<file path="src/rtl/acc_dp_pkg.sv">
package acc_dp_pkg;

  localparam int unsigned NUM_GP = 3;

  typedef enum logic [2:0] {
    REG_NOP    = 3'd0,
    REG_LD_A   = 3'd1,
    REG_LD_B   = 3'd2,
    REG_LD_C   = 3'd3,
    REG_OE_A   = 3'd4,
    REG_OE_B   = 3'd5,
    REG_OE_C   = 3'd6,
    REG_LD_MDR = 3'd7
  } reg_op_e;

  typedef enum logic [2:0] {
    MEM_NOP      = 3'd0,
    MEM_ROM_RD   = 3'd1,
    MEM_RAM_RD   = 3'd2,
    MEM_RAM_WR   = 3'd3,
    MEM_MAR_LO   = 3'd4,
    MEM_MAR_FULL = 3'd5,
    MEM_MAR_HI   = 3'd6,
    MEM_RSVD     = 3'd7
  } mem_op_e;

  typedef enum logic [2:0] {
    PC_NOP    = 3'd0,
    PC_CLR    = 3'd1,
    PC_PRESET = 3'd2,
    PC_RSV3   = 3'd3,
    PC_RSV4   = 3'd4,
    PC_STOP   = 3'd5,
    PC_INC    = 3'd6,
    PC_DEC    = 3'd7
  } pc_op_e;

  typedef enum logic [2:0] {
    ALU_OFF  = 3'd0,
    ALU_PASS = 3'd1,
    ALU_ADD  = 3'd2,
    ALU_SUB  = 3'd3,
    ALU_AND  = 3'd4,
    ALU_OR   = 3'd5,
    ALU_XOR  = 3'd6,
    ALU_RSVD = 3'd7
  } alu_op_e;

endpackage

</file>
<file path="src/rtl/acc_alu.sv">
module acc_alu import acc_dp_pkg::*; #(
  parameter int unsigned DATA_W = 8
) (
  input  alu_op_e           op,
  input  logic [DATA_W-1:0] opnd_a,
  input  logic [DATA_W-1:0] opnd_b,
  output logic [DATA_W-1:0] result,
  output logic              drives
);

  // returns {drive flag, value}
  function automatic logic [DATA_W:0] alu_fn(alu_op_e f, logic [DATA_W-1:0] x,
                                             logic [DATA_W-1:0] y);
    case (f)
      ALU_PASS: return {1'b1, x};
      ALU_ADD:  return {1'b1, DATA_W'(x + y)};
      ALU_SUB:  return {1'b1, DATA_W'(x - y)};
      ALU_AND:  return {1'b1, x & y};
      ALU_OR:   return {1'b1, x | y};
      ALU_XOR:  return {1'b1, x ^ y};
      default:  return '0;
    endcase
  endfunction

  assign {drives, result} = alu_fn(op, opnd_a, opnd_b);

endmodule

</file>
<file path="src/rtl/acc_regs.sv">
module acc_regs import acc_dp_pkg::*; #(
  parameter int unsigned DATA_W = 8
) (
  input  logic                           clk,
  input  logic                           rst_n,
  input  reg_op_e                        reg_op,
  input  logic                           out_load,
  input  logic [DATA_W-1:0]              bus,
  input  logic [DATA_W-1:0]              rd_data,
  output logic [NUM_GP-1:0][DATA_W-1:0]  gp_q,
  output logic [DATA_W-1:0]              mdr_q,
  output logic [DATA_W-1:0]              outl_q
);

  for (genvar g = 0; g < NUM_GP; g++) begin : g_gp
    localparam logic [2:0] LD_CODE = 3'(32'(REG_LD_A) + g);
    always_ff @(posedge clk) begin
      if (!rst_n)                             gp_q[g] <= '0;
      else if (reg_op == reg_op_e'(LD_CODE))  gp_q[g] <= bus;
    end
  end

  always_ff @(posedge clk) begin
    if (!rst_n)                     mdr_q <= '0;
    else if (reg_op == REG_LD_MDR)  mdr_q <= rd_data;
  end

  always_ff @(posedge clk) begin
    if (!rst_n)        outl_q <= '0;
    else if (out_load) outl_q <= bus;
  end

endmodule

</file>
<file path="src/rtl/acc_addr.sv">
module acc_addr import acc_dp_pkg::*; #(
  parameter int unsigned DATA_W = 8
) (
  input  logic                  clk,
  input  logic                  rst_n,
  input  mem_op_e               mem_op,
  input  pc_op_e                pc_op,
  input  logic                  addr_sel,
  input  logic [DATA_W-1:0]     bus,
  output logic [2*DATA_W-1:0]   pc_q,
  output logic [2*DATA_W-1:0]   mar_q,
  output logic [2*DATA_W-1:0]   mem_addr
);

  localparam int unsigned ADDR_W = 2 * DATA_W;

  logic [1:0][DATA_W-1:0] mar_half;

  function automatic logic [ADDR_W-1:0] pc_step(pc_op_e f, logic [ADDR_W-1:0] cur,
                                                logic [ADDR_W-1:0] mar);
    case (f)
      PC_CLR:    return '0;
      PC_PRESET: return mar;
      PC_INC:    return ADDR_W'(cur + 1'b1);
      PC_DEC:    return ADDR_W'(cur - 1'b1);
      default:   return cur;
    endcase
  endfunction

  always_ff @(posedge clk) begin
    if (!rst_n) pc_q <= '0;
    else        pc_q <= pc_step(pc_op, pc_q, mar_q);
  end

  // low half at index 0, high half at index 1
  for (genvar h = 0; h < 2; h++) begin : g_mar
    localparam mem_op_e HALF_CODE = (h == 0) ? MEM_MAR_LO : MEM_MAR_HI;
    always_ff @(posedge clk) begin
      if (!rst_n)                       mar_half[h] <= '0;
      else if (mem_op == MEM_MAR_FULL)  mar_half[h] <= pc_q[h*DATA_W +: DATA_W];
      else if (mem_op == HALF_CODE)     mar_half[h] <= bus;
    end
  end

  assign mar_q    = mar_half;
  assign mem_addr = addr_sel ? pc_q : mar_q;

endmodule

</file>
<file path="src/rtl/acc_datapath.sv">
module acc_datapath import acc_dp_pkg::*; #(
  parameter int unsigned DATA_W = 8
) (
  input  logic                   clk,
  input  logic                   rst_n,
  input  logic [2:0]             reg_op,
  input  logic [2:0]             mem_op,
  input  logic [2:0]             pc_op,
  input  logic [2:0]             alu_op,
  input  logic                   addr_sel,
  input  logic                   mdr_drive,
  input  logic                   out_load,
  input  logic                   out_read,
  input  logic [DATA_W-1:0]      rd_data,
  output logic [2*DATA_W-1:0]    mem_addr,
  output logic [DATA_W-1:0]      wr_data,
  output logic                   wr_en,
  output logic [DATA_W-1:0]      out_value
);

  localparam int unsigned ADDR_W = 2 * DATA_W;

  logic [NUM_GP-1:0][DATA_W-1:0] gp_q;
  logic [DATA_W-1:0]             mdr_q, outl_q, alu_y, bus_w;
  logic                          alu_drv;
  logic [ADDR_W-1:0]             pc_q, mar_q;

  // named source events
  logic src_gp, src_mdr, src_alu, src_out, bus_idle;
  logic [1:0] gp_sel;

  assign src_gp   = reg_op[2] && (reg_op != 3'(REG_LD_MDR));
  assign gp_sel   = reg_op[1:0];
  assign src_mdr  = mdr_drive;
  assign src_alu  = alu_drv;
  assign src_out  = out_read;
  assign bus_idle = !(src_gp || src_mdr || src_alu || src_out);

  always_comb begin
    if (src_gp)       bus_w = gp_q[gp_sel];
    else if (src_mdr) bus_w = mdr_q;
    else if (src_alu) bus_w = alu_y;
    else if (src_out) bus_w = outl_q;
    else              bus_w = '0;
  end

  acc_alu #(.DATA_W(DATA_W)) u_alu (
    .op     (alu_op_e'(alu_op)),
    .opnd_a (gp_q[0]),
    .opnd_b (gp_q[1]),
    .result (alu_y),
    .drives (alu_drv)
  );

  acc_regs #(.DATA_W(DATA_W)) u_regs (
    .clk      (clk),
    .rst_n    (rst_n),
    .reg_op   (reg_op_e'(reg_op)),
    .out_load (out_load),
    .bus      (bus_w),
    .rd_data  (rd_data),
    .gp_q     (gp_q),
    .mdr_q    (mdr_q),
    .outl_q   (outl_q)
  );

  acc_addr #(.DATA_W(DATA_W)) u_addr (
    .clk      (clk),
    .rst_n    (rst_n),
    .mem_op   (mem_op_e'(mem_op)),
    .pc_op    (pc_op_e'(pc_op)),
    .addr_sel (addr_sel),
    .bus      (bus_w),
    .pc_q     (pc_q),
    .mar_q    (mar_q),
    .mem_addr (mem_addr)
  );

  assign wr_en     = rst_n && (mem_op == 3'(MEM_RAM_WR));
  assign wr_data   = bus_w;
  assign out_value = outl_q;

endmodule

</file>
<file path="config.mk">
export PLATFORM = sky130hd
export DESIGN_NAME = acc_datapath
export DESIGN_NICKNAME = d
export VERILOG_FILES = /design/src/rtl/acc_dp_pkg.sv /design/src/rtl/acc_alu.sv /design/src/rtl/acc_regs.sv /design/src/rtl/acc_addr.sv /design/src/rtl/acc_datapath.sv
export SDC_FILE = /design/constraint.sdc
export NUM_CORES = 1
export LEC_CHECK = 0
export ABC_AREA = 0
export BUFFER_PORTS_ARGS = -buffer_cell sky130_fd_sc_hd__buf_4
export CORE_ASPECT_RATIO = 0.5
export CORE_MARGIN = 4
export CORE_UTILIZATION = 60
export DETAILED_ROUTE_END_ITERATION = 6
export GPL_ROUTABILITY_DRIVEN = 1
export PLACE_DENSITY = 0.85
export SYNTH_ARGS = -nofsm -noshare
export SYNTH_HDL_FRONTEND = slang
export SYNTH_SLANG_ARGS = --single-unit
</file>
<file path="constraint.sdc">
create_clock -name clk -period 5.1 [get_ports clk]
set_input_delay 1.02 -clock clk [delete_from_list [all_inputs] [get_ports clk]]
set_output_delay 1.02 -clock clk [all_outputs]
set_load 0.03 [all_outputs]
</file>
==> metrics, run 1 <==
first-pass GRT wire length=26.9 mm; outcome=finished clean; Hold Crit Class=reg -> reg; Core ar.=0.00889 mm^2; synth warn=0; initial antenna violation count=0; largest net degree at the start of global routing=94; WL/cell=20.2 um; FILL cells=705; Worst-Margin Slew=1110 ps; Die X-Extent=145 um; drt first pass iters=6; Mean Syn Cell Area=8.08 um^2; final core occ=71.6%; final wirelength=17.2 mm; DP HPWL=12.8 mm; Slowest cell on crit path=nor3_2; Post-CTS Setup Repair Bufs=0; area of the mapped netlist=0.00560 mm^2; ANT cells=0; clock skew=6.75 ps; fraction of layout cells with a size suffix above 1=16.5%; Max Clk Rate=0.212 GHz; Register Area=0.00144 mm^2; vias in the first global route=5,090; Req. time, crit path=4080 ps; post-synth top area cell=dfxtp_1; crit end category=primary output; crit path launch type=input pin; register area share after synthesis=25.7%; Worst EP arrival=3700 ps; Initial Util=63.0%; Clk Latency, worst-skew pair=340 ps; area occupied by multi-input gates=0.00383 mm^2; number of synthesized flops with an enable pin=0; CTS tree=built; Max clock buf depth=2; final max-slew violation count=0; final total power=1.78 mW; vias per cell=6.60; Leak=2.69 nW; CP peak stage delay=310 ps; Post-synth ARST share=0%; setup TNS=0 ps; Main synth FF type=dfxtp_1; Post-Synthesis Cells=693; fin crit period=4720 ps; worst-path cell chain=buf_4, and3b_1, buf_4, a21oi_1, xnor2_1, ha_1, a21o_1, a21oi_1, a21oi_1, o2111a_1, nor3_2, o21ai_1, buf_4; Num CTS Buffers=9; clk root buf=clkbuf_16; Psw=572 uW; die area=0.0110 mm^2; Core Rows=24; Final Hold Viols=0; Clk pwr share=38.6%; worst-path maximum fanout=24; Layout Nets=794; sequential power share=35.3%; detailed-route DRC error count=0; Initial DRC Count=606; unrepaired setup endpoints after global routing=false; Cell variety after synth=81; chip height=76.3 um; number of max-cap violations=0; Post-Syn Nets=759; top-area cell type share of the netlist area=25.7%; # IOs=59; combinational power share=26.0%; Final setup viols=0; Cell Pwr Density=280 mW/mm^2; Place WS=426 ps; Post-synth top cells=dfxtp_1, nand2_1, o21ai_0; Area Overhead vs Synth=13.7%; most common cell in the synthesized netlist=dfxtp_1; global route overflow=0; vias=5,602; hold_buf cts=0; total track usage=30.5%; Final Cycle Share=92.6%; CTS clk-pin slew, worst paths=50 ps; GPL Wtd Cong=0.931; Sw Ratio=32.1%; FF+latch count, synth=72; I/O Buffers=58; Worst slew margin=25.8%; Setup CP Type=in -> out; peak supply drop=0.160 mV; clock sink count=72; Int Power=1.21 mW; post-cts resize count=0; final worst slack=375 ps; Routed Antenna Nets=0; CTS H-Tree Depth=3; Synth area leaders=dfxtp_1, ha_1, o21ai_0
placed cells by master, fill, tap and decap left out, types with 22 or more instances in the layout:
master / netlist / layout
nand2_1: 66 / 66
nor2_1: 29 / 29
ha_1: 38 / 38
buf_4: 3 / 65
a21oi_1: 37 / 37
nand3_1: 31 / 31
mux2i_1: 22 / 22
inv_1: 34 / 34
dfxtp_1: 72 / 72
o21ai_0: 50 / 50
final cells by class:
cell class	instances	share of cell area, %
timing repair buffer	65	7.66
inverter	38	2.24
sequential	72	22.6
clock buffer	10	3.75
clock inverter	5	1.28
multi-input combinational	542	60.1
tap	117	2.30
flip-flops by register name, indices dropped and copies added (netlist names):
signal	cells
u_regs.outl_q	8
u_addr.pc_q	16
u_regs.mdr_q	8
u_addr.mar_q	16
u_regs.gp_q	24
power by group through the flow:
stage	sequential [mW]	clock [mW]	combinational, mW
floorplan	0.634	0	0.322
global placement	0.638	0	0.445
detailed placement	0.639	0	0.454
CTS	0.628	0.687	0.457
global route	0.632	0.722	0.499
finish	0.630	0.689	0.465
cells by family (layout without fill, tap and decap cells):
| kind of cell | count (synthesis) | count (layout) | synth area share [%] |
|---|---|---|---|
| buffers and inverters | 79 | 118 | 5.85 |
| adders and majority gates | 40 | 40 | 9.21 |
| DFF | 72 | 72 | 25.7 |
| muxes | 44 | 44 | 8.36 |
| xor gates and xnor gates | 17 | 17 | 2.79 |
| AOI/OAI and AO/OA | 229 | 229 | 28.5 |
| and+or+nand+nor | 212 | 212 | 19.5 |
critical path: cells and delay by family:
| kind | cells | cell delay [ps] |
|---|---|---|
| adders and majority gates | 1 | 290 |
| xor gates and xnor gates | 1 | 140 |
| buffers and inverters | 3 | 570 |
| and+or+nand+nor | 2 | 530 |
| AOI/OAI and AO/OA | 6 | 1150 |
metrics by stage:
step,instance area [um^2],hold slack (ps),cells
6_report,6370,457,849
2_1_floorplan,5600,435,693
3_5_place_dp,6050,449,834
4_1_cts,6370,456,849
5_1_grt,6370,478,849
3_3_place_gp,6050,441,834
final timing paths:
| kind | slack (ps) | from | endpoint | cells after the start |
|---|---|---|---|---|
| worst max-delay path | 380 | alu_op[2] | wr_data[7] | 13 |
| worst min-delay path | 460 | u_regs.gp_q[18]$_SDFFE_PN0N_ | u_regs.gp_q[18]$_SDFFE_PN0N_ | 2 |
| worst max register to register | 1950 | u_regs.gp_q[8]$_SDFFE_PN0N_ | u_addr.mar_q[2]$_SDFFE_PN0P_ | 11 |
| worst min register to register | 460 | u_regs.gp_q[18]$_SDFFE_PN0N_ | u_regs.gp_q[18]$_SDFFE_PN0N_ | 2 |
layer usage:
metal,vias to the layer above,global-route usage [%],part of all wire (%)
met2,318,49.2,46
li1,2629,-,-
met1,2620,40.8,42
met5,-,0,0
met4,0,7.26,1.5
met3,35,7.90,11
Note: power is estimated with default switching activity, not from simulation.
==> run 2: changes to the inputs <==
Settings changed: ABC_AREA 0 to 1, PLACE_DENSITY 0.85 to 0.86.
==> metrics, run 2 <==
first-pass GRT wire length=24.6 mm; Worst EP arrival=3200 ps; fraction of layout cells with a size suffix above 1=11.5%; max reg flops=24; chip height=73.6 um; most frequent cells in the layout=nand2_1, inv_1, o21ai_0, a21oi_1, dfxtp_1; CP bufs+invs=4; Initial Util=63.0%; top-area cell type share of the netlist area=27.9%; Post-Synthesis Cells=810; GPL Wtd Cong=0.973; clk root buf=clkbuf_16; detailed-route DRC error count=0; largest net degree at the start of global routing=51; CP most frequent cell=nand2_1; Num CTS Buffers=9; vias in the first global route=5,132; Post-CTS Setup Repair Bufs=0; CTS H-Tree Depth=3; most common cell after layout, fill and taps aside=nand2_1; register area share after synthesis=27.9%; clock sink count=72; setup TNS=0 ps; CTS clk-pin slew, worst paths=50 ps; most common cell in the synthesized netlist=nand2_1; ANT cells=0; Cell variety after synth=37; drt first pass iters=5; I/O Buffers=58; peak supply drop=0.185 mV; post-route cell area=0.00606 mm^2; FILL cells=668; Area Overhead vs Synth=17.2%; Main synth FF type=dfxtp_1; Hold Crit Class=reg -> reg; Max clock buf depth=2; Cell Pwr Density=299 mW/mm^2; hold_buf cts=0; Placed Instance Area=0.00569 mm^2; vias per cell=5.73; Clk Latency, worst-skew pair=330 ps; Setup CP Type=in -> out; WL/cell=15.3 um; Layout Nets=927; Max Clk Rate=0.237 GHz; Die X-Extent=139 um; Initial DRC Count=439; Post-Syn Nets=876; number of max-cap violations=0; Worst-Margin Slew=886 ps; Req. time, crit path=4080 ps; fin cells=978; post-synth top area cell=dfxtp_1; Synth area leaders=dfxtp_1, nand2_1, o21ai_0; Post-synth ARST share=0%; CTS tree=built; outcome=finished clean; critical path's top delay family=simple AND/OR/NAND/NOR gates; CP peak stage delay=320 ps; final wirelength=15.0 mm; total track usage=29.3%; vias=5,602; global route overflow=0; Mean Syn Cell Area=6.38 um^2; final max-slew violation count=0; clock skew=6.77 ps; Worst slew margin=40.8%; Routed Antenna Nets=0; Final Hold Viols=0; number of synthesized flops with an enable pin=0; crit path launch type=input pin; DP HPWL=10.9 mm; crit end category=primary output; fin crit period=4220 ps; Final setup viols=0; Core ar.=0.00820 mm^2; die area=0.0103 mm^2; Leak=2.93 nW; initial antenna violation count=0; post-cts resize count=0; Final Cycle Share=82.7%; worst-path maximum fanout=7; area of the mapped netlist=0.00517 mm^2; Reg with most FFs=u_regs.gp_q; Slowest cell on crit path=ha_1; Post-synth top cells=nand2_1, inv_1, o21ai_0; synth warn=0; worst-path cell chain=buf_4, inv_2, nand3_2, o31ai_1, o21ai_0, xor2_1, ha_1, nand2_1, inv_1, nand2_1, nand2_1, a21oi_1, nand3_1, nand3_1, nand3_1, nand2_1, nand2_2, buf_4; unrepaired setup endpoints after global routing=false; Post-Place Cells=962; Core Rows=23; FF+latch count, synth=72; # IOs=59
## run 2: changes by cell type in the layout (fill, tap and decap cells not counted), sizes merged, moves of 12 or more
cell    before  now
inv         38  139
nand2       66  162
a21oi       38   96
o21ai       63  109
nor2        29   57
mux2i       22    0
nor2b       21    0
mux2        22    4
o211ai      17    5
## run 2: worst register-to-register path, delay by kind of cell (launching register included)
family	cells	cell delay, ps
DFF	1	440
AOI/OAI and AO/OA	3	600
and+or+nand+nor	6	810
buffers and inverters	4	290
adders and majority gates	2	580
## run 2: area by class of cell
cell class                      instances  area, um^2  share of cell area, %
Clock buffer                           11         243                   4.01
Clock inverter                          5         128                   2.11
Inverter                              140         526                   8.67
Multi-Input combinational cell        577        3120                   51.5
Sequential cell                        72        1440                   23.8
Tap cell                              112         140                   2.31
Timing Repair Buffer                   61         458                   7.56
## run 2: final timing paths
path                                startpoint                      endpoint  slack (ps)  depth (start not counted)
setup / recovery                     alu_op[2]                    wr_data[7]         880                         18
hold / removal    u_regs.mdr_q[7]$_SDFFE_PN0N_  u_regs.mdr_q[7]$_SDFFE_PN0N_         450                          2
setup reg to reg   u_regs.gp_q[9]$_SDFFE_PN0N_  u_regs.gp_q[11]$_SDFFE_PN0N_        2240                         15
hold reg to reg   u_regs.mdr_q[7]$_SDFFE_PN0N_  u_regs.mdr_q[7]$_SDFFE_PN0N_         450                          2
## run 2: through the flow
step	util, %	total power [mW]	worst slack [ps]	hold WS [ps]
after CTS	73.9	1.80	922	441
after global routing	73.9	1.89	597	474
after floorplan	-	0.907	1420	420
after global placement	69.4	1.02	983	434
after detailed placement	69.4	1.03	921	433
final	73.9	1.81	885	449
## run 2: kinds of logic (layout without fill, tap and decap cells)
kind of cell	Yosys count	count (layout)	synth area share (%)
AOI/OAI and AO/OA	245	245	25.3
xor gates and xnor gates	8	8	1.36
adders and majority gates	40	40	9.97
buffers and inverters	161	217	11.7
DFF	72	72	27.9
muxes	4	4	0.871
and+or+nand+nor	280	280	22.9
## run 2: power by group
group / leakage, nW / internal, mW / switching (mW)
logic: 2.17 / 0.139 / 0.267
clock network: 0.176 / 0.541 / 0.240
registers: 0.589 / 0.594 / 0.0301
total: 2.93 / 1.27 / 0.537
## run 2: metal layers
layer  vias up  track usage, %  share of wire, %
met5         -               0                 0
met1      2553            37.3                43
met3        31            5.53               8.0
met4         0            8.79               2.0
li1       2780               -                 -
met2       238            51.6                47
